===== src/rtl/page_use_pkg.sv =====
package page_use_pkg;
  typedef enum logic [1:0] {
    OP_PROBE = 2'b00,
    OP_ADD   = 2'b01,
    OP_DROP  = 2'b10,
    OP_CLEAR = 2'b11
  } puse_op_e;
endpackage


===== src/rtl/page_use_match.sv =====
// Parallel tag compare across all live entries; one-hot hit vector and index.
module page_use_match #(
  parameter int ENTRIES = 16,
  parameter int TAG_W   = 20,
  parameter int COUNT_W = 14,
  parameter int IDX_W   = $clog2(ENTRIES)
) (
  input  logic [ENTRIES-1:0][TAG_W-1:0]   tags,
  input  logic [ENTRIES-1:0][COUNT_W-1:0] counts,
  input  logic [TAG_W-1:0]                key,
  output logic                            any_hit,
  output logic [IDX_W-1:0]                hit_idx
);
  logic [ENTRIES-1:0] hit_vec;

  for (genvar g = 0; g < ENTRIES; g++) begin : g_cmp
    // An entry is live while its count is non-zero.
    assign hit_vec[g] = (counts[g] != '0) && (tags[g] == key);
  end

  always_comb begin
    hit_idx = '0;
    for (int i = 0; i < ENTRIES; i++) begin
      if (hit_vec[i]) hit_idx = IDX_W'(i);
    end
  end

  assign any_hit = |hit_vec;
endmodule


===== src/rtl/page_use_alloc.sv =====
// Picks the lowest-numbered free entry (count of zero).
module page_use_alloc #(
  parameter int ENTRIES = 16,
  parameter int COUNT_W = 14,
  parameter int IDX_W   = $clog2(ENTRIES)
) (
  input  logic [ENTRIES-1:0][COUNT_W-1:0] counts,
  output logic                            any_free,
  output logic [IDX_W-1:0]                free_idx
);
  logic [ENTRIES-1:0] free_vec;

  for (genvar g = 0; g < ENTRIES; g++) begin : g_free
    assign free_vec[g] = (counts[g] == '0);
  end

  always_comb begin
    free_idx = '0;
    for (int i = ENTRIES - 1; i >= 0; i--) begin
      if (free_vec[i]) free_idx = IDX_W'(i);
    end
  end

  assign any_free = |free_vec;
endmodule


===== src/rtl/page_use_satcnt.sv =====
// Saturating event counter, cleared by reset.
module page_use_satcnt #(
  parameter int W = 32
) (
  input  logic         clk,
  input  logic         rst_n,
  input  logic         bump,
  output logic [W-1:0] value
);
  always_ff @(posedge clk) begin
    if (!rst_n) begin
      value <= '0;
    end else if (bump && (value != {W{1'b1}})) begin
      value <= value + W'(1);
    end
  end
endmodule


===== src/rtl/page_use_tracker.sv =====
module page_use_tracker #(
  parameter int ENTRIES   = 16,
  parameter int LINE_AW   = 32,
  parameter int PAGE_BITS = 12,
  parameter int COUNT_W   = 14,
  parameter int MISS_W    = 32
) (
  input  logic                         clk,
  input  logic                         rst_n,
  input  logic                         cmd_valid,
  output logic                         cmd_ready,
  input  logic [1:0]                   cmd_op,
  input  logic [LINE_AW-1:0]           cmd_addr,
  output logic                         rsp_valid,
  output logic                         rsp_hit,
  output logic                         rsp_map_miss,
  output logic                         rsp_overflow,
  output logic [COUNT_W-1:0]           rsp_count,
  output logic [$clog2(ENTRIES+1)-1:0] live_count,
  output logic [MISS_W-1:0]            miss_count
);
  import page_use_pkg::*;

  localparam int TAG_W  = LINE_AW - PAGE_BITS;
  localparam int IDX_W  = $clog2(ENTRIES);
  localparam int LIVE_W = $clog2(ENTRIES + 1);
  localparam logic [COUNT_W-1:0] COUNT_MAX = {COUNT_W{1'b1}};

  logic                            busy;
  puse_op_e                        op_q;
  logic [TAG_W-1:0]                tag_q;
  logic [ENTRIES-1:0][TAG_W-1:0]   tags;
  logic [ENTRIES-1:0][COUNT_W-1:0] counts;

  logic             any_hit, any_free;
  logic [IDX_W-1:0] hit_idx, free_idx;
  logic [COUNT_W-1:0] hit_cnt;
  logic             miss_bump;
  logic             unused_ofs;

  assign unused_ofs = ^cmd_addr[PAGE_BITS-1:0];
  assign cmd_ready  = !busy;

  page_use_match #(.ENTRIES(ENTRIES), .TAG_W(TAG_W), .COUNT_W(COUNT_W), .IDX_W(IDX_W)) u_match (
    .tags(tags), .counts(counts), .key(tag_q), .any_hit(any_hit), .hit_idx(hit_idx)
  );

  page_use_alloc #(.ENTRIES(ENTRIES), .COUNT_W(COUNT_W), .IDX_W(IDX_W)) u_alloc (
    .counts(counts), .any_free(any_free), .free_idx(free_idx)
  );

  assign hit_cnt   = counts[hit_idx];
  assign miss_bump = busy && (op_q == OP_PROBE) && !any_hit;

  page_use_satcnt #(.W(MISS_W)) u_miss (
    .clk(clk), .rst_n(rst_n), .bump(miss_bump), .value(miss_count)
  );

  always_ff @(posedge clk) begin
    if (!rst_n) begin
      busy         <= 1'b0;
      op_q         <= OP_PROBE;
      tag_q        <= '0;
      tags         <= '0;
      counts       <= '0;
      live_count   <= '0;
      rsp_valid    <= 1'b0;
      rsp_hit      <= 1'b0;
      rsp_map_miss <= 1'b0;
      rsp_overflow <= 1'b0;
      rsp_count    <= '0;
    end else begin
      rsp_valid    <= 1'b0;
      rsp_hit      <= 1'b0;
      rsp_map_miss <= 1'b0;
      rsp_overflow <= 1'b0;
      if (!busy) begin
        if (cmd_valid) begin
          busy  <= 1'b1;
          op_q  <= puse_op_e'(cmd_op);
          tag_q <= cmd_addr[LINE_AW-1:PAGE_BITS];
        end
      end else begin
        busy      <= 1'b0;
        rsp_valid <= 1'b1;
        rsp_count <= '0;
        unique case (op_q)
          OP_PROBE: begin
            rsp_hit      <= any_hit;
            rsp_map_miss <= !any_hit;
            if (any_hit) rsp_count <= hit_cnt;
          end
          OP_ADD: begin
            if (any_hit) begin
              rsp_hit <= 1'b1;
              if (hit_cnt == COUNT_MAX) begin
                rsp_overflow <= 1'b1;
                rsp_count    <= hit_cnt;
              end else begin
                counts[hit_idx] <= hit_cnt + COUNT_W'(1);
                rsp_count       <= hit_cnt + COUNT_W'(1);
              end
            end else if (any_free) begin
              tags[free_idx]   <= tag_q;
              counts[free_idx] <= COUNT_W'(1);
              live_count       <= live_count + LIVE_W'(1);
              rsp_count        <= COUNT_W'(1);
            end else begin
              rsp_overflow <= 1'b1;
            end
          end
          OP_DROP: begin
            if (any_hit) begin
              rsp_hit         <= 1'b1;
              counts[hit_idx] <= hit_cnt - COUNT_W'(1);
              rsp_count       <= hit_cnt - COUNT_W'(1);
              if (hit_cnt == COUNT_W'(1)) live_count <= live_count - LIVE_W'(1);
            end
          end
          OP_CLEAR: begin
            counts     <= '0;
            live_count <= '0;
          end
          default: ;
        endcase
      end
    end
  end
endmodule


===== config.mk =====
export PLATFORM = sky130hd
export DESIGN_NAME = page_use_tracker
export DESIGN_NICKNAME = d
export VERILOG_FILES = /design/src/rtl/page_use_pkg.sv /design/src/rtl/page_use_match.sv /design/src/rtl/page_use_alloc.sv /design/src/rtl/page_use_satcnt.sv /design/src/rtl/page_use_tracker.sv
export SDC_FILE = /design/constraint.sdc
export NUM_CORES = 2
export LEC_CHECK = 0
export BUFFER_PORTS_ARGS = -buffer_cell sky130_fd_sc_hd__buf_4
export CORE_MARGIN = 2
export CORE_UTILIZATION = 40
export CTS_BUF_LIST = sky130_fd_sc_hd__clkbuf_4
export DETAILED_ROUTE_END_ITERATION = 10
export GPL_TIMING_DRIVEN = 1
export SLEW_MARGIN = 20
export SYNTH_ARGS = -nofsm -noshare
export SYNTH_HDL_FRONTEND = slang
export SYNTH_SLANG_ARGS = --single-unit

===== constraint.sdc =====
create_clock -name clk -period 6.3 [get_ports clk]
set_input_delay 0.315 -clock clk [delete_from_list [all_inputs] [get_ports clk]]
set_output_delay 0.315 -clock clk [all_outputs]
set_load 0.01 [all_outputs]

==> flow_metrics.py <==
metrics = {
    "run": {
        "maxCapViolations": 0,
    },
    "synth": {
        "synth-edff-count": 0,
        "synth_top_area_share": 0.3650,
        "synth_largest_area_cell": "dfxtp_1",
        "netlist_top_cells_area": "dfxtp_1 37%, nand2_1 11%, a21oi_1 6.9%, xor2_1 6.1%, xnor2_1 3.5%",
        "syn_area_mm2": 0.03411,
        "avgSynthCellArea_um2": 7.621,
        "ys_ff_latch": 622,
        "synth_cells": 4476,
        "ys_async_sr_fraction": 0,
        "synthFlopType": "dfxtp_1",
        "ys_types": 119,
        "synth.yosys.seq_area_share": 0.3650,
        "syn-num-nets": 4521,
        "yosysWarnings": 0,
    },
    "setup_path": {
        "worstSetupStartpointType": "flip-flop",
        "crit_chain": "nor4_1 > nand4_1 > buf_4 > and2_1 > a2111o_1 > a2111o_1 > a31o_1 > buf_12 > mux2i_1 > o22ai_1 > a211oi_2 > o2111a_1 > inv_2 > ha_1 > nand3_1 > or4_4 > o311a_4 > o21ai_4 > buf_12 > nor2_1 > nand2_1 > a21oi_1",
        "crit_path_max_incr_delay_ns": 0.70,
        "end_kind": "flip-flop",
        "cp_data_arrival_time_ns": 7.14,
        "worstSetupPathType": "flip-flop to flip-flop",
        "worst-path-buf-inv": 4,
        "r2r_setup_slack_ns": 0.15,
        "critPathTopFamily": "compound AO/OA/AOI/OAI gates",
        "cp_data_required_time_ns": 7.28,
        "cp_max_fo": 16,
        "crit_path_top_delay_cell": "nor2_1",
    },
    "grt": {
        "grt_pass1_vias": 33620,
        "grt_max_degree": 190,
        "antenna_found_initial": 2,
        "grt_overflow": 0,
        "grt_first_pass_wirelength_mm": 222.9,
        "track_usage": 0.3438,
    },
    "cells_and_area": {
        "mostFrequentLayoutCells": "1042 x nand2_1, 601 x dfxtp_1, 473 x buf_4",
        "final_layout_size_suffix_gt1_frac": 0.1880,
        "final_common_cell": "nand2_1",
        "syn_to_final_growth_pct": 22.10,
        "final_cell_area_mm2": 0.04165,
        "nNetsFinal": 4978,
        "fin_util": 0.4907,
    },
    "pwr": {
        "total_power_mw": 9.142,
        "power_per_cell_area_mw_per_mm2": 219.5,
        "worst_ir_drop_vdd_uv": 162.2,
        "p_leak_nw": 16.05,
    },
    "drt": {
        "wl_mm": 154.3,
        "wl_per_cell_um": 24.90,
        "drt_iter0_markers": 4089,
        "vias_per_cell": 5.837,
        "drc": 0,
        "route.antenna.remaining_nets": 0,
        "via_count": 36180,
        "first_pass_iters": 6,
    },
    "sta": {
        "finalSetupViolCount": 0,
        "grt_setup_unrepaired": "no",
        "fin_crit_ns": 6.154,
        "worst-slew-pin-transition_ns": 1.230,
        "min_period_over_period": 0.9769,
        "finClkSkew_ns": 0.1110,
        "relSlewSlack": 0.1788,
        "final_hold_viol_count": 0,
        "slew_viol_final": 0,
        "clock.fmax_mhz": 162.5,
    },
    "floorplanning": {
        "dieArea_mm2": 0.08763,
        "die_w_um": 296.0,
        "start_util": 0.4019,
        "core_mm2": 0.08488,
        "fp.dieH_um": 296.0,
        "ioPinCount": 93,
        "row_count": 107,
    },
    "clock_tree": {
        "cts_buffer_depth": 3,
        "cts_root_buffer": "clkbuf_4",
        "cts_tree": "built",
        "cts_made_buffers": 170,
        "clock_latency_ns": 1.12,
        "cts.sinks": 622,
        "htreeDepth": 4,
        "clk_pin_slew_ns": 0.07,
    },
    "place": {
        "place_congestion": 1.084,
        "detailed_place_hpwl_mm": 113.5,
        "placed_area_mm2": 0.03866,
        "portBuffers": 80,
    },
    "status": {
        "outcome": "completed",
    },
    "min_path": {
        "min_path_type": "input port to flip-flop",
    },
}
[worst register-to-register path, stage by stage, from the launching register on]
cell and delay (ns):
dfxtp_1 0.36, nor4_1 0.47, nand4_1 0.18, buf_4 0.22
and2_1 0.18, a2111o_1 0.41, a2111o_1 0.46, a31o_1 0.22
buf_12 0.17, mux2i_1 0.41, o22ai_1 0.19, a211oi_2 0.27
o2111a_1 0.41, inv_2 0.07, ha_1 0.20, nand3_1 0.11
or4_4 0.15, o311a_4 0.22, o21ai_4 0.10, buf_12 0.22
nor2_1 0.70, nand2_1 0.18, a21oi_1 0.20
[worst paths after layout]
kind | startpoint | endpoint | depth (start not counted)
worst max-delay path | counts[36] | counts[16] | 22
worst min-delay path | cmd_valid | op_q[1] | 5
worst max register to register | counts[36] | counts[16] | 22
worst min register to register | rsp_count[8] | rsp_count[8] | 2
[per-layer routing]
| layer | share of wire | wire length (um) | global-route usage | up-vias |
|---|---|---|---|---|
| met5 | 0 | 0 | 0 | - |
| met4 | 0.063 | 9768 | 0.2071 | 0 |
| met3 | 0.090 | 13950 | 0.07577 | 462 |
| met2 | 0.44 | 67790 | 0.5260 | 1805 |
| met1 | 0.41 | 62810 | 0.4424 | 17170 |
| li1 | - | - | - | 16740 |
[synthesized netlist by cell type, types with 12 or more instances]
cell	count
a211o_1	12
nor4_1	161
a211oi_1	36
mux2i_1	39
dfxtp_1	622
nand2_1	1042
o221ai_1	12
nor2_1	315
and2_1	35
o21ai_1	40
and4_1	16
o31ai_1	14
nor3_1	72
nand2b_1	22
buf_4	23
clkbuf_1	202
or3_1	45
inv_1	50
buf_6	35
and3_1	20
xor2_1	236
a21oi_1	471
nand3_1	73
a311oi_1	13
o22ai_1	41
a22o_1	16
o2bb2ai_1	12
o21ai_0	173
o21a_1	18
xnor2_1	137
nand4_1	83
a32o_1	12
or2_2	13
o211ai_1	15
a31oi_1	19
buf_2	32
a22oi_1	41
[power breakdown]
part           internal, mW  switching (mW)  leakage, nW  total (mW)
Sequential             3.95          0.0314         5.02        3.98
Clock                  1.83            1.87         1.26        3.71
Combinational         0.533           0.923         9.77        1.46
Total                  6.31            2.83         16.1        9.14
[layout make-up]
type                            count  area (um2)
Clock buffer                      243        1824
Inverter                           52       202.7
Fill cell                        8505       43230
Tap cell                         1144        1431
Antenna cell                        7       17.52
Clock inverter                     43       291.5
Sequential cell                   622       12490
Timing Repair Buffer              587        5192
Multi-Input combinational cell   3500       20210
[cells by family after synthesis]
logic type	after synthesis	synth area share
mux	47	0.01409
fa+ha+maj	8	0.003154
simple gates	1980	0.2669
flops	622	0.3650
buf+inv	354	0.05036
xor+xnor	374	0.09658
compound gates	1091	0.2039
[flip-flops by register name, indices dropped and copies added, names as in the netlist]
signal and count:
op_q 2, live_count 5, rsp_overflow 1, tag_q 20, busy 1, counts 224, rsp_hit 1, u_miss.value 32
rsp_count 14, tags 320, rsp_map_miss 1, rsp_valid 1
[through the flow]
step / hold WS (ns) / setup TNS (ns) / std cells / worst slack, ns
2_1_floorplan: 0.4317 / 0 / 4476 / 0.5962
3_3_place_gp: 0.4446 / -0.1933 / 5839 / -0.1160
3_5_place_dp: 0.4438 / -0.01804 / 5839 / -0.01804
4_1_cts: 0.1175 / 0 / 6189 / 0.06770
5_1_grt: 0.1541 / 0 / 6195 / 0.01139
6_report: 0.2121 / 0 / 6198 / 0.1456
[repair_timing]
| action | CTS | global route |
|---|---|---|
| hold buffers | 64 | 0 |
| gates cloned | 0 | 0 |
| pin swaps | 0 | 2 |
| resized for setup | 1 | 32 |
| setup buffers | 0 | 2 |
| setup endpoints to repair | 21 | 208 |
| endpoints found under the hold margin | 144 | 0 |
Note: power is estimated with default switching activity, not from simulation.
